File: src/rtl/mbx_pkg.sv
package mbx_pkg;
  typedef struct packed {
    logic [7:0] slots;
    logic [7:0] wptr;
    logic [7:0] rptr;
    logic [6:0] zero;
    logic       ovf;
  } mbx_status_t;

  function automatic logic [7:0] mbx_fill(input logic [7:0] w, input logic [7:0] r);
    return w - r;
  endfunction
endpackage

File: src/rtl/mbx_ptr_ctrl.sv
module mbx_ptr_ctrl #(
  parameter int DEPTH = 16,
  parameter int IDX_W = 4
) (
  input  logic             clk,
  input  logic             rst,
  input  logic             wr_req,
  input  logic             rd_req,
  output logic             wr_go,
  output logic             rd_go,
  output logic [IDX_W-1:0] wr_idx,
  output logic [IDX_W-1:0] rd_idx,
  output logic [7:0]       wptr,
  output logic [7:0]       rptr,
  output logic             ovf
);
  localparam logic [7:0]       DEPTH_B = 8'(DEPTH);
  localparam logic [IDX_W-1:0] LAST    = IDX_W'(DEPTH - 1);

  logic [7:0] fill;
  logic       full;
  logic       empty;

  assign fill  = mbx_pkg::mbx_fill(wptr, rptr);
  assign full  = (fill == DEPTH_B);
  assign empty = (fill == 8'd0);
  assign wr_go = wr_req & ~full;
  assign rd_go = rd_req & ~empty;

  always_ff @(posedge clk) begin
    if (rst) begin
      wptr   <= '0;
      rptr   <= '0;
      wr_idx <= '0;
      rd_idx <= '0;
      ovf    <= 1'b0;
    end else begin
      if (wr_go) begin
        wptr   <= wptr + 8'd1;
        wr_idx <= (wr_idx == LAST) ? '0 : wr_idx + 1'b1;
      end
      if (rd_go) begin
        rptr   <= rptr + 8'd1;
        rd_idx <= (rd_idx == LAST) ? '0 : rd_idx + 1'b1;
      end
      if (wr_req && full) ovf <= 1'b1;
    end
  end

  assert_fill_bound_R5: assert property (@(posedge clk) disable iff (rst)
    fill <= DEPTH_B);
  assert_wr_step_R3: assert property (@(posedge clk) disable iff (rst)
    (wr_req && !full) |=> (wptr == $past(wptr) + 8'd1));
  assert_drop_full_R6: assert property (@(posedge clk) disable iff (rst)
    (wr_req && full) |=> ($stable(wptr) && ovf));
  assert_ovf_sticky_R6: assert property (@(posedge clk) disable iff (rst)
    ovf |=> ovf);
  assert_empty_hold_R7: assert property (@(posedge clk) disable iff (rst)
    (rd_req && empty) |=> $stable(rptr));
endmodule

File: src/rtl/mbx_slot_ram.sv
module mbx_slot_ram #(
  parameter int DEPTH = 16,
  parameter int DW    = 32,
  parameter int IDX_W = 4
) (
  input  logic             clk,
  input  logic             we,
  input  logic [IDX_W-1:0] waddr,
  input  logic [DW-1:0]    wdata,
  input  logic             re,
  input  logic [IDX_W-1:0] raddr,
  output logic [DW-1:0]    rdata
);
  logic [DW-1:0] mem [DEPTH];

  always_ff @(posedge clk) begin
    if (we) mem[waddr] <= wdata;
    if (re) rdata <= mem[raddr];
  end
endmodule

File: src/rtl/mbx_doorbell.sv
module mbx_doorbell (
  input  logic clk,
  input  logic rst,
  input  logic ring,
  output logic pulse
);
  logic ring_q;

  always_ff @(posedge clk) begin
    if (rst) begin
      ring_q <= 1'b0;
      pulse  <= 1'b0;
    end else begin
      ring_q <= ring;
      pulse  <= ring & ~ring_q;
    end
  end

  assert_pulse_single_R9: assert property (@(posedge clk) disable iff (rst)
    pulse |=> !pulse);
endmodule

File: src/rtl/mbx_dword_window.sv
module mbx_dword_window #(
  parameter int DEPTH = 16,
  parameter int DW    = 32
) (
  input  logic          clk,
  input  logic          rst,
  input  logic          prod_wr_en,
  input  logic [DW-1:0] prod_wr_data,
  input  logic          prod_ring,
  input  logic          cons_rd_en,
  output logic [DW-1:0] cons_rd_data,
  input  logic          cons_ring,
  output logic [31:0]   status_word,
  output logic          overflow,
  output logic          doorbell_to_cons,
  output logic          doorbell_to_prod
);
  localparam int IDX_W = (DEPTH > 1) ? $clog2(DEPTH) : 1;
  localparam int NBELL = 2;

  logic             wr_go, rd_go;
  logic [IDX_W-1:0] wr_idx, rd_idx;
  logic [7:0]       wptr, rptr;
  logic [DW-1:0]    ram_q;
  logic             hit_q;
  logic [NBELL-1:0] rings, bells;
  mbx_pkg::mbx_status_t st;

  mbx_ptr_ctrl #(.DEPTH(DEPTH), .IDX_W(IDX_W)) u_ptr (
    .clk(clk), .rst(rst), .wr_req(prod_wr_en), .rd_req(cons_rd_en),
    .wr_go(wr_go), .rd_go(rd_go), .wr_idx(wr_idx), .rd_idx(rd_idx),
    .wptr(wptr), .rptr(rptr), .ovf(overflow)
  );

  mbx_slot_ram #(.DEPTH(DEPTH), .DW(DW), .IDX_W(IDX_W)) u_ram (
    .clk(clk), .we(wr_go), .waddr(wr_idx), .wdata(prod_wr_data),
    .re(rd_go), .raddr(rd_idx), .rdata(ram_q)
  );

  always_ff @(posedge clk) begin
    if (rst) hit_q <= 1'b0;
    else if (cons_rd_en) hit_q <= rd_go;
  end

  assign cons_rd_data = hit_q ? ram_q : '0;

  assign rings = {cons_ring, prod_ring};
  for (genvar g = 0; g < NBELL; g++) begin : g_bell
    mbx_doorbell u_bell (.clk(clk), .rst(rst), .ring(rings[g]), .pulse(bells[g]));
  end
  assign doorbell_to_cons = bells[0];
  assign doorbell_to_prod = bells[1];

  always_comb begin
    st.slots = 8'(DEPTH);
    st.wptr  = wptr;
    st.rptr  = rptr;
    st.zero  = '0;
    st.ovf   = overflow;
  end
  assign status_word = st;
endmodule

File: config.mk
export PLATFORM = sky130hd
export DESIGN_NAME = mbx_dword_window
export DESIGN_NICKNAME = d
export VERILOG_FILES = /design/src/rtl/mbx_pkg.sv /design/src/rtl/mbx_ptr_ctrl.sv /design/src/rtl/mbx_slot_ram.sv /design/src/rtl/mbx_doorbell.sv /design/src/rtl/mbx_dword_window.sv
export SDC_FILE = /design/constraint.sdc
export NUM_CORES = 1
export LEC_CHECK = 0
export ABC_AREA = 0
export BUFFER_PORTS_ARGS = -buffer_cell sky130_fd_sc_hd__buf_2
export CORE_MARGIN = 2
export CORE_UTILIZATION = 40
export CTS_BUF_LIST = sky130_fd_sc_hd__clkbuf_4 sky130_fd_sc_hd__clkbuf_8
export DETAILED_ROUTE_END_ITERATION = 16
export PLACE_DENSITY = 0.55
export SYNTH_ARGS = -nofsm -noshare
export SYNTH_HDL_FRONTEND = slang
export SYNTH_HIERARCHICAL = 1
export SYNTH_SLANG_ARGS = --single-unit
File: constraint.sdc
create_clock -name clk -period 6.7 [get_ports clk]
set_input_delay 0.67 -clock clk [delete_from_list [all_inputs] [get_ports clk]]
set_output_delay 0.67 -clock clk [all_outputs]
set_load 0.005 [all_outputs]
# After elaboration in Yosys (flattened, before gate mapping)
# Memories as Yosys holds them, arrays and structs flattened. A register that Yosys moved wholly into a read port is not among the register bits.
# Cells that the tools add are included.
# W data, S select, Z words.
op_classes:
  mul: 0
  n_div: 0
  reduce_logical: 2
  addsub: 5
  magnitude_cmp: 0
  bitwise_logic: 8
  n_shift: 0
  n_mux: 5
  eq_ne: 3
op_table:
  columns: ["cell", "n"]
  rows:
  - ["$mux W32", 1]
  - ["$add A8 B1 Y8 const B", 2]
  - ["$add A4 B1 Y4 const B", 2]
  - ["$eq A4 B4 Y1 const B", 2]
  - ["$eq A8 B5 Y1 const B", 1]
  - ["$logic_not A8 Y1", 1]
  - ["$mux W4", 2]
  - ["$sub A8 B8 Y8", 1]
  - ["$and A1 B1 Y1", 4]
  - ["$not A1 Y1", 4]
  - ["$mux W1", 2]
  - ["$logic_and A1 B1 Y1", 1]
totals:
  mem_bits_ro: 0
  latchBits: 0
  register_bits: 30
  ram_bits: 512
  memories: 1
  word_cells: 34
memory_table:
  columns: ["name", "depth", "word_bits", "read_ports", "rd_clocked_by_memory_dff", "wr", "line_no", "rtl"]
  rows:
  - ["u_ram.mem", 16, 32, 1, 1, 1, "mbx_slot_ram.sv:14", "logic [DW-1:0] mem [DEPTH];"]

# Logic depth before layout (Yosys ltp)
# Gate-level depths: netlist of the first run.
depth:
  depth_word: 6
  depth_mapped: 11
  depth_no_buf: 10

# Cells and area by module
# The synthesis of the first run kept the hierarchy.
by_module_without_submodules:
  columns: ["mod", "cells_per_inst", "area_per_inst_um2", "n_inst"]
  rows:
  - ["mbx_slot_ram", 838, 20174.3, 1]
  - ["mbx_ptr_ctrl", 211, 1751.7, 1]
  - ["mbx_dword_window", 56, 416.6, 1]
  - ["mbx_doorbell", 4, 58.8, 2]

# Worst setup path after synthesis of the first run
# OpenSTA, ideal clock, no wires.
synth_path:
  path_type: "reg2reg"
  startpoint: "register u_ptr.rptr[3]"
  endpoint: "memory u_ram.mem[0][0], enable pin"
  slack_ns: 1.530
  n_path_buf: 0
  setup_time_ns: 0.461
  required_ns: 6.239
  synth_period_minus_slack_ns: 5.170
  arrival_ns: 4.709
  stages_incl_launch_ff: 10
  path_cell_list: "dfxtp_1 -> inv_1 -> ha_1 -> a21o_1 -> a2111oi_0 -> o2bb2ai_1 -> nor4_4 -> a21oi_2 -> or3b_2 -> nor3_1"
synth_via:
  elab_chain_cells: 6
synth_rtl:
  columns: ["item", "line_no", "rtl"]
  rows:
  - ["start: declaration", "mbx_ptr_ctrl.sv:14", "output logic [7:0] rptr,"]
  - ["start signal: assignment", "mbx_ptr_ctrl.sv:43", "rptr <= rptr + 8'd1;"]
  - ["$sub A8 B8 Y8", "mbx_pkg.sv:11", "return w - r;"]
  - ["$eq A8 B5 Y1", "mbx_ptr_ctrl.sv:25", "assign full = (fill == DEPTH_B);"]
  - ["$not A1 Y1", "mbx_ptr_ctrl.sv:27", "assign wr_go = wr_req & ~full;"]
  - ["$and A1 B1 Y1", "mbx_ptr_ctrl.sv:27", null]
  - ["via wr_go", "mbx_dword_window.sv:21", "logic wr_go, rd_go;"]
  - ["$mux W1", "mbx_slot_ram.sv:17", "if (we) mem[waddr] <= wdata;"]
  - ["$mux W1 (not written as such)", "mbx_slot_ram.sv:17", null]
  - ["end: declaration", "mbx_slot_ram.sv:14", null]
# The timed path passes the listed nets, and every way through them passes these cells.

# Worst setup path after layout of the first run
layout_path:
  startpoint: "register u_ptr.rptr[3]"
  endpoint: "memory u_ram.mem[15][10], enable pin"
# The elaborated chain is that of the path after synthesis.

==> impl_results.md, run 1 <==
* Crit-path max FO at 17
* Vias at 11.0k
* Fraction of registers with async set/reset at 0
* WHS Path Cells at 2
* Clock-pin transition on the worst setup and hold timing paths at 60 ps
* WHS Endpoint: g_bell[0].u_bell/ring_q$_SDFF_PP0_
* CP Capture Type: register
* Hold-fix buffers at CTS at 0
* Min-delay src: prod_ring
* Min Tclk post-route at 4180 ps
* Total GRT Usage at 0.175
* Hold Crit Class: in -> reg
* Gate Count Post-Synth at 1113
* Area grow syn2layout at 14.4%
* Reg-to-Reg Start: u_ptr/rptr[3]$_SDFFE_PP0P_
* Startpoint type of the worst setup path: register
* Comb power frac at 0.206
* Reg2reg setup slack at 2520 ps
* Post-Synth Adder-Cell Area at 0.00613
* Initial antenna violation count at 1
* Largest net degree at the start of global routing at 75
* Mean Syn Cell Area at 20.2 sq um
* Die X at 241 microns
* Leak Pwr at 8.41 nW
* Buffers added on ports at 89
* CTS root buffer: clkbuf_8
* Synth Warn # at 6
* # resized after CTS at 0
* Multiplexer share of the synthesized area at 0.140
* Cell variety after synth at 56
* Post-CTS setup buffers at 0
* Die Footprint at 0.0581 sq mm
* Clk_skew at 25.7 ps
* H-tree Lvls at 3
* TNS Setup at 0 ps
* Grt total ovfl at 0
* Multi-input logic area at 0.00526 sq mm
* Vias in the first global route at 11.4k
* CP required at 7010 ps
* Starting density of the core at 0.406
* Cell-internal power at 6.84 mW
* Final Max Slew Viols at 0
* Post-synth EDFFs at 544
* Critical path type: reg -> reg
* Primary FF master, synth: edfxtp_1
* TritonCTS clock tree: yes
* Syn Std Cell Area at 0.0225 sq mm
* Sequential power share at 0.475
* Clk_lat worst skew at 660 ps
* Post-DRT Antenna Nets at 0
* Hold Fails Final Rpt at 0
* Fillers at 4725
* Switch share at 0.269
* Fin nets at 1318
* Worst Tran Pin Value at 1070 ps
* TritonCTS Sinks at 574
* Global-route wire length before repair at 73500 microns
* Largest family of logic cells by synthesized area: multiplexers
* Slew HR at 0.283
* Clock power share at 0.319
* Drt first pass iters at 7
* RR Endpoint: u_ram/mem[15][10]$_DFFE_PP_
* DRC viols at 0
* Ratio of cells with drive above 1 in the final layout at 0.342
* CTS Buf Count at 93
* Status: finished clean
* Sequential cell area at 0.0169 sq mm
* Die Span Y at 241 microns
* Worst Reg-to-Reg Cells at 10
* HPWL Detailed at 28300 microns
* Register area share after synthesis at 0.754
* Final wirelength at 49600 microns
* Placer Congestion at 0.766
* # diodes at 0
* Total core area at 0.0553 sq mm
* Xor-xnor portion of the synthesized cell area at 0.00117
* #FFs+latches synth at 574
* # Max-Cap Violations at 0
* Synth Area in Simple Gates at 0.0423
* Switch Pwr at 2.51 mW
* IO Pins at 105
* Pwr/cell area at 364 mW/mm^2
* # setup viols final at 0
* Avg Vias per Cell at 5.28
* Post-synthesis compound-gate area fraction at 0.0361
* Final Util at 0.465
* Avg WL per Cell at 23.8 microns
* Fmax at 239 MHz
* Max VDD drop at 319 uV
* CTS Buffer Depth at 3
* Row count at 86
* RSZ-0062 raised after global routing: no
* Initial DRC Count at 762
* Critical Path AT at 4490 ps
* Period utilization at 0.624
==> placed cells by master (no fill, tap or decap), drive strengths merged, types with 11 or more instances in the layout <==
| cell | synthesis | layout |
|---|---|---|
| edfxtp | 544 | 544 |
| clkbuf | 25 | 139 |
| mux4 | 128 | 128 |
| buf | 44 | 117 |
| a22oi | 64 | 64 |
| nand2 | 56 | 56 |
| nor2 | 40 | 40 |
| and2 | 33 | 33 |
| dfxtp | 30 | 30 |
| clkinv | 0 | 17 |
| nor2b | 17 | 17 |
| mux2 | 17 | 17 |
| conb | 2 | 15 |
| a21oi | 15 | 15 |
| inv | 13 | 15 |
| ha | 11 | 11 |
==> synthesized netlist by cell type (6+ instances only) <==
master	instances	share of area
ha_1	11	0.0061
nor2b_1	17	0.0047
nand3_1	6	0.0013
clkbuf_1	22	0.0037
mux2i_1	7	0.0031
a21oi_1	14	0.0031
nand2_1	56	0.0094
and2_2	32	0.011
inv_1	12	0.0020
a22oi_1	64	0.021
mux2_1	15	0.0075
edfxtp_1	544	0.73
dfxtp_1	30	0.027
buf_4	28	0.0094
nor3_1	8	0.0018
nor2_1	40	0.0067
mux4_2	128	0.13
buf_1	9	0.0015
==> power by group through the flow <==
stage	Sequential (mW)	Combinational (mW)	Clock [mW]
6_report	4.45	1.93	2.98
4_1_cts	4.46	1.98	3.08
2_1_floorplan	4.40	1.50	0
3_3_place_gp	4.53	1.96	0
3_5_place_dp	4.54	1.97	0
5_1_grt	4.49	2.10	3.23
==> sequential cells by signal (all words and copies together) (netlist names) <==
| name | flops |
|---|---|
| u_ptr/wr_idx | 4 |
| u_ptr/rd_idx | 4 |
| u_ptr/wptr | 8 |
| g_bell.u_bell/ring_q | 2 |
| u_ptr/ovf | 1 |
| hit_q | 1 |
| g_bell.u_bell/pulse | 2 |
| u_ram/mem | 512 |
| u_ram/rdata | 32 |
| u_ptr/rptr | 8 |
==> layout make-up <==
class,instances,share of cell area
sequential,574,0.659
multi-input combinational,470,0.205
clock buffer,139,0.0645
tap,748,0.0364
timing repair buffer,117,0.0260
clock inverter,23,0.00706
inverter,13,0.00190
==> per-stage QoR <==
step | hold WS (ps) | cells | worst slack (ps) | area [sq um] | total power [mW]
after floorplan | 387 | 1126 | 1530 | 22500 | 5.90
after global placement | 398 | 1922 | 2570 | 23900 | 6.49
after detailed placement | 397 | 1922 | 2520 | 23900 | 6.51
after CTS | 188 | 2084 | 2490 | 25700 | 9.52
after global routing | 224 | 2084 | 2180 | 25700 | 9.82
final | 247 | 2084 | 2520 | 25700 | 9.36
==> cell families (layout without fill, tap and decap cells) <==
kind of cell / count (synthesis) / in the layout
flops: 574 / 574
simple gates: 179 / 179
mux: 152 / 152
compound gates: 110 / 110
buf+inv: 82 / 292
fa+ha+maj: 11 / 11
xor+xnor: 3 / 3
other cells: 2 / 15
==> critical path, cell delays in order, from the launching register on <==
cell and delay, ps:
dfxtp_1 340, inv_1 90, ha_1 340, a21o_1 210, a2111oi_0 410, o2bb2ai_1 260, nor4_4 160, a21oi_2 520
nand3_1 400, nor2_4 680, buf_4 430
==> how the worst max path moves through the flow <==
stage	to	slack, ps	startpoint	cells after the start
global route	u_ram/mem[14][4]$_DFFE_PP_	2180	u_ptr/rptr[3]$_SDFFE_PP0P_	10
CTS	u_ram/mem[14][10]$_DFFE_PP_	2490	u_ptr/rptr[3]$_SDFFE_PP0P_	10
detailed placement	u_ram/mem[14][8]$_DFFE_PP_	2520	u_ptr/rptr[3]$_SDFFE_PP0P_	10
global placement	u_ram/mem[14][7]$_DFFE_PP_	2570	u_ptr/rptr[3]$_SDFFE_PP0P_	10
floorplan	u_ram/mem[0][0]$_DFFE_PP_	1530	u_ptr/rptr[3]$_SDFFE_PP0P_	9
finish	u_ram/mem[15][10]$_DFFE_PP_	2520	u_ptr/rptr[3]$_SDFFE_PP0P_	10
==> layer usage <==
layer / global-route usage / wire length [microns] / up-vias
met4: 0.0557 / 938 / 0
li1: - / - / 4854
met5: 0 / 0 / -
met1: 0.237 / 21900 / 5768
met2: 0.291 / 24600 / 300
met3: 0.0296 / 2230 / 75
No activity file was read; power rests on OpenSTA's default activity.
==> run 2: changes to the inputs <==
==> constraint.sdc (replaced) <==
create_clock -name clk -period 4.08 [get_ports clk]
set_input_delay 0.408 -clock clk [delete_from_list [all_inputs] [get_ports clk]]
set_output_delay 0.408 -clock clk [all_outputs]
set_load 0.005 [all_outputs]
==> run 2 against run 1 <==
  * Clock-buffer cell count fell by 19
  * Sequential share of layout area fell by 0.72 points
  * Register-to-register slack got worse by 2000 ps
  * Critical path depth did not move
  * Final cell count rose by 1.1%
  * First-iteration DRC count rose by 20%
  * Combinational power rose by 70%
  * Maximum frequency rose by 18%
  * Non-clock buffer count rose by 14
==> impl_results.md, run 2 (synthesis results as in run 1) <==
* Status: finished clean
* H-tree Lvls at 3
* TritonCTS Sinks at 574
* Crit-path max FO at 19
* Clk_skew at 26.1 ps
* CTS Buffer Depth at 3
* Final instance area at 0.0260 sq mm
* Initial antenna violation count at 1
* Ratio of cells with drive above 1 in the final layout at 0.342
* Multi-input logic area at 0.00529 sq mm
* Worst setup margin at 532 ps
* Total GRT Usage at 0.179
* Largest net degree at the start of global routing at 47
* Hold Crit Class: in -> reg
* Drt first pass iters at 5
* Fillers at 4707
* Clock-pin transition on the worst setup and hold timing paths at 60 ps
* TritonCTS clock tree: yes
* Final wirelength at 50300 microns
* Placer Congestion at 0.759
* CP Capture Type: register
* Die X at 241 microns
* Pre-CTS WS at 521 ps
* Die Span Y at 241 microns
* Critical Path AT at 3860 ps
* # Max-Cap Violations at 0
* Starting density of the core at 0.406
* Max VDD drop at 286 uV
* Row count at 86
* Slew HR at 0.319
* Global-route wire length before repair at 75200 microns
* Die Footprint at 0.0581 sq mm
* CTS Buf Count at 96
* Leak Pwr at 8.50 nW
* WHS Path Cells at 3
* Clk_lat worst skew at 670 ps
* Most common cell after layout, fill and taps aside: edfxtp_1
* Placed instance area at 0.0242 sq mm
* Top reg by flops: u_ram/mem
* Reg-to-Reg Start: u_ptr/wptr[3]$_SDFFE_PP0P_
* Fmax at 282 MHz
* Worst path slowest cell: dfxtp_1
* Tot Pwr at 15.4 mW
* CTS root buffer: clkbuf_8
* Fin nets at 1335
* Buffers added on ports at 89
* IO Pins at 105
* CP required at 4390 ps
* Critical path type: reg -> reg
* Most used cell, CP: buf_4
* Max reg flops at 512
* Final Max Slew Viols at 0
* Vias in the first global route at 11.5k
* Avg WL per Cell at 23.9 microns
* Worst Tran Pin Value at 1020 ps
* Pwr/cell area at 593 mW/mm^2
* Worst path cell trace: ha_1, a21o_1, a2111oi_0, o2bb2ai_1, nor4_4, a21oi_2, buf_4, nand3b_1, nor3_4, buf_4
* Hold Fails Final Rpt at 0
* Total core area at 0.0553 sq mm
* # diodes at 0
* Sequential cell area at 0.0169 sq mm
* Non-Filler Instances at 2107
* Startpoint type of the worst setup path: register
* Min Tclk post-route at 3550 ps
* Grt total ovfl at 0
* Commonest non-fill, non-tap cells in the layout: edfxtp_1 (544), mux4_2 (128), clkbuf_8 (96)
* Avg Vias per Cell at 5.30
* Vias at 11.2k
* DP Cell Count at 1934
* RSZ-0062 raised after global routing: no
* Period utilization at 0.870
* Slowest Stage Delay on Critical Path at 460 ps
* Post-CTS setup buffers at 0
* Biggest regs: u_ram/mem: 512 flops, u_ram/rdata: 32 flops
* RR Endpoint: u_ram/mem[8][22]$_DFFE_PP_
* DRC viols at 0
* Initial DRC Count at 911
* Reg2reg setup slack at 530 ps
* # setup viols final at 0
* Crit path capture: u_ram/mem[8][22]$_DFFE_PP_
* Area grow syn2layout at 15.7%
* HPWL Detailed at 28800 microns
* Post-DRT Antenna Nets at 0
* Worst Reg-to-Reg Cells at 10
* Critical Path Source: u_ptr/wptr[3]$_SDFFE_PP0P_
run 2: cell count changes in the layout (fill, tap and decap cells not counted), sizes merged:
cell,previous run,this run
inv,15,16
clkbuf,139,120
buf,117,129
clkinv,17,45
dlygate4sd3,0,2
bufinv,3,2
run 2: worst min-delay path by stage:
stage | startpoint | end
5_1_grt | prod_wr_data[19] | u_ram/mem[14][19]$_DFFE_PP_
3_3_place_gp | g_bell[0].u_bell/ring_q$_SDFF_PP0_ | g_bell[0].u_bell/pulse$_SDFF_PP0_
3_5_place_dp | g_bell[1].u_bell/ring_q$_SDFF_PP0_ | g_bell[1].u_bell/pulse$_SDFF_PP0_
4_1_cts | prod_wr_en | u_ptr/ovf$_SDFFE_PP0P_
2_1_floorplan | g_bell[0].u_bell/ring_q$_SDFF_PP0_ | g_bell[0].u_bell/pulse$_SDFF_PP0_
6_report | prod_wr_en | u_ptr/ovf$_SDFFE_PP0P_
run 2: power by group:
group / switching (mW) / leakage, nW / internal, mW
clock: 2.26 / 0.958 / 2.55
sequential: 0.306 / 5.18 / 7.00
combinational: 1.70 / 2.36 / 1.59
run 2: stage by stage:
stage                     TNS (ps)  hold slack (ps)   util
after CTS                        0             34.0  0.470
after global placement           0              395  0.437
after global routing             0             88.0  0.470
after detailed placement         0              398  0.437
final                            0             89.0  0.470
after floorplan             -22840              387      -
run 2: what timing repair did:
item / CTS / global route
endpoints found under the hold margin: 4 / 0
resized for setup: 0 / 0
hold buffers: 2 / 0
run 2: metal layers:
metal | share of wire | GRT usage
met3 | 0.045 | 0.0336
met2 | 0.49 | 0.287
met5 | 0 | 0
met4 | 0.021 | 0.0531
met1 | 0.45 | 0.249
run 2: critical path, delay by kind of cell (launching register included):
kind,cells,cell delay (ps)
AOI/OAI and AO/OA,4,1110
and+or+nand+nor,3,720
buffers and inverters,2,550
DFF,1,460
adders and majority gates,1,330
run 2: area by class of cell:
class / count / share of cell area
Sequential cell: 574 / 0.652
Multi-Input combinational cell: 470 / 0.204
Clock buffer: 120 / 0.0578
Timing Repair Buffer: 131 / 0.0372
Tap cell: 748 / 0.0360
Clock inverter: 51 / 0.0115
Inverter: 13 / 0.00188
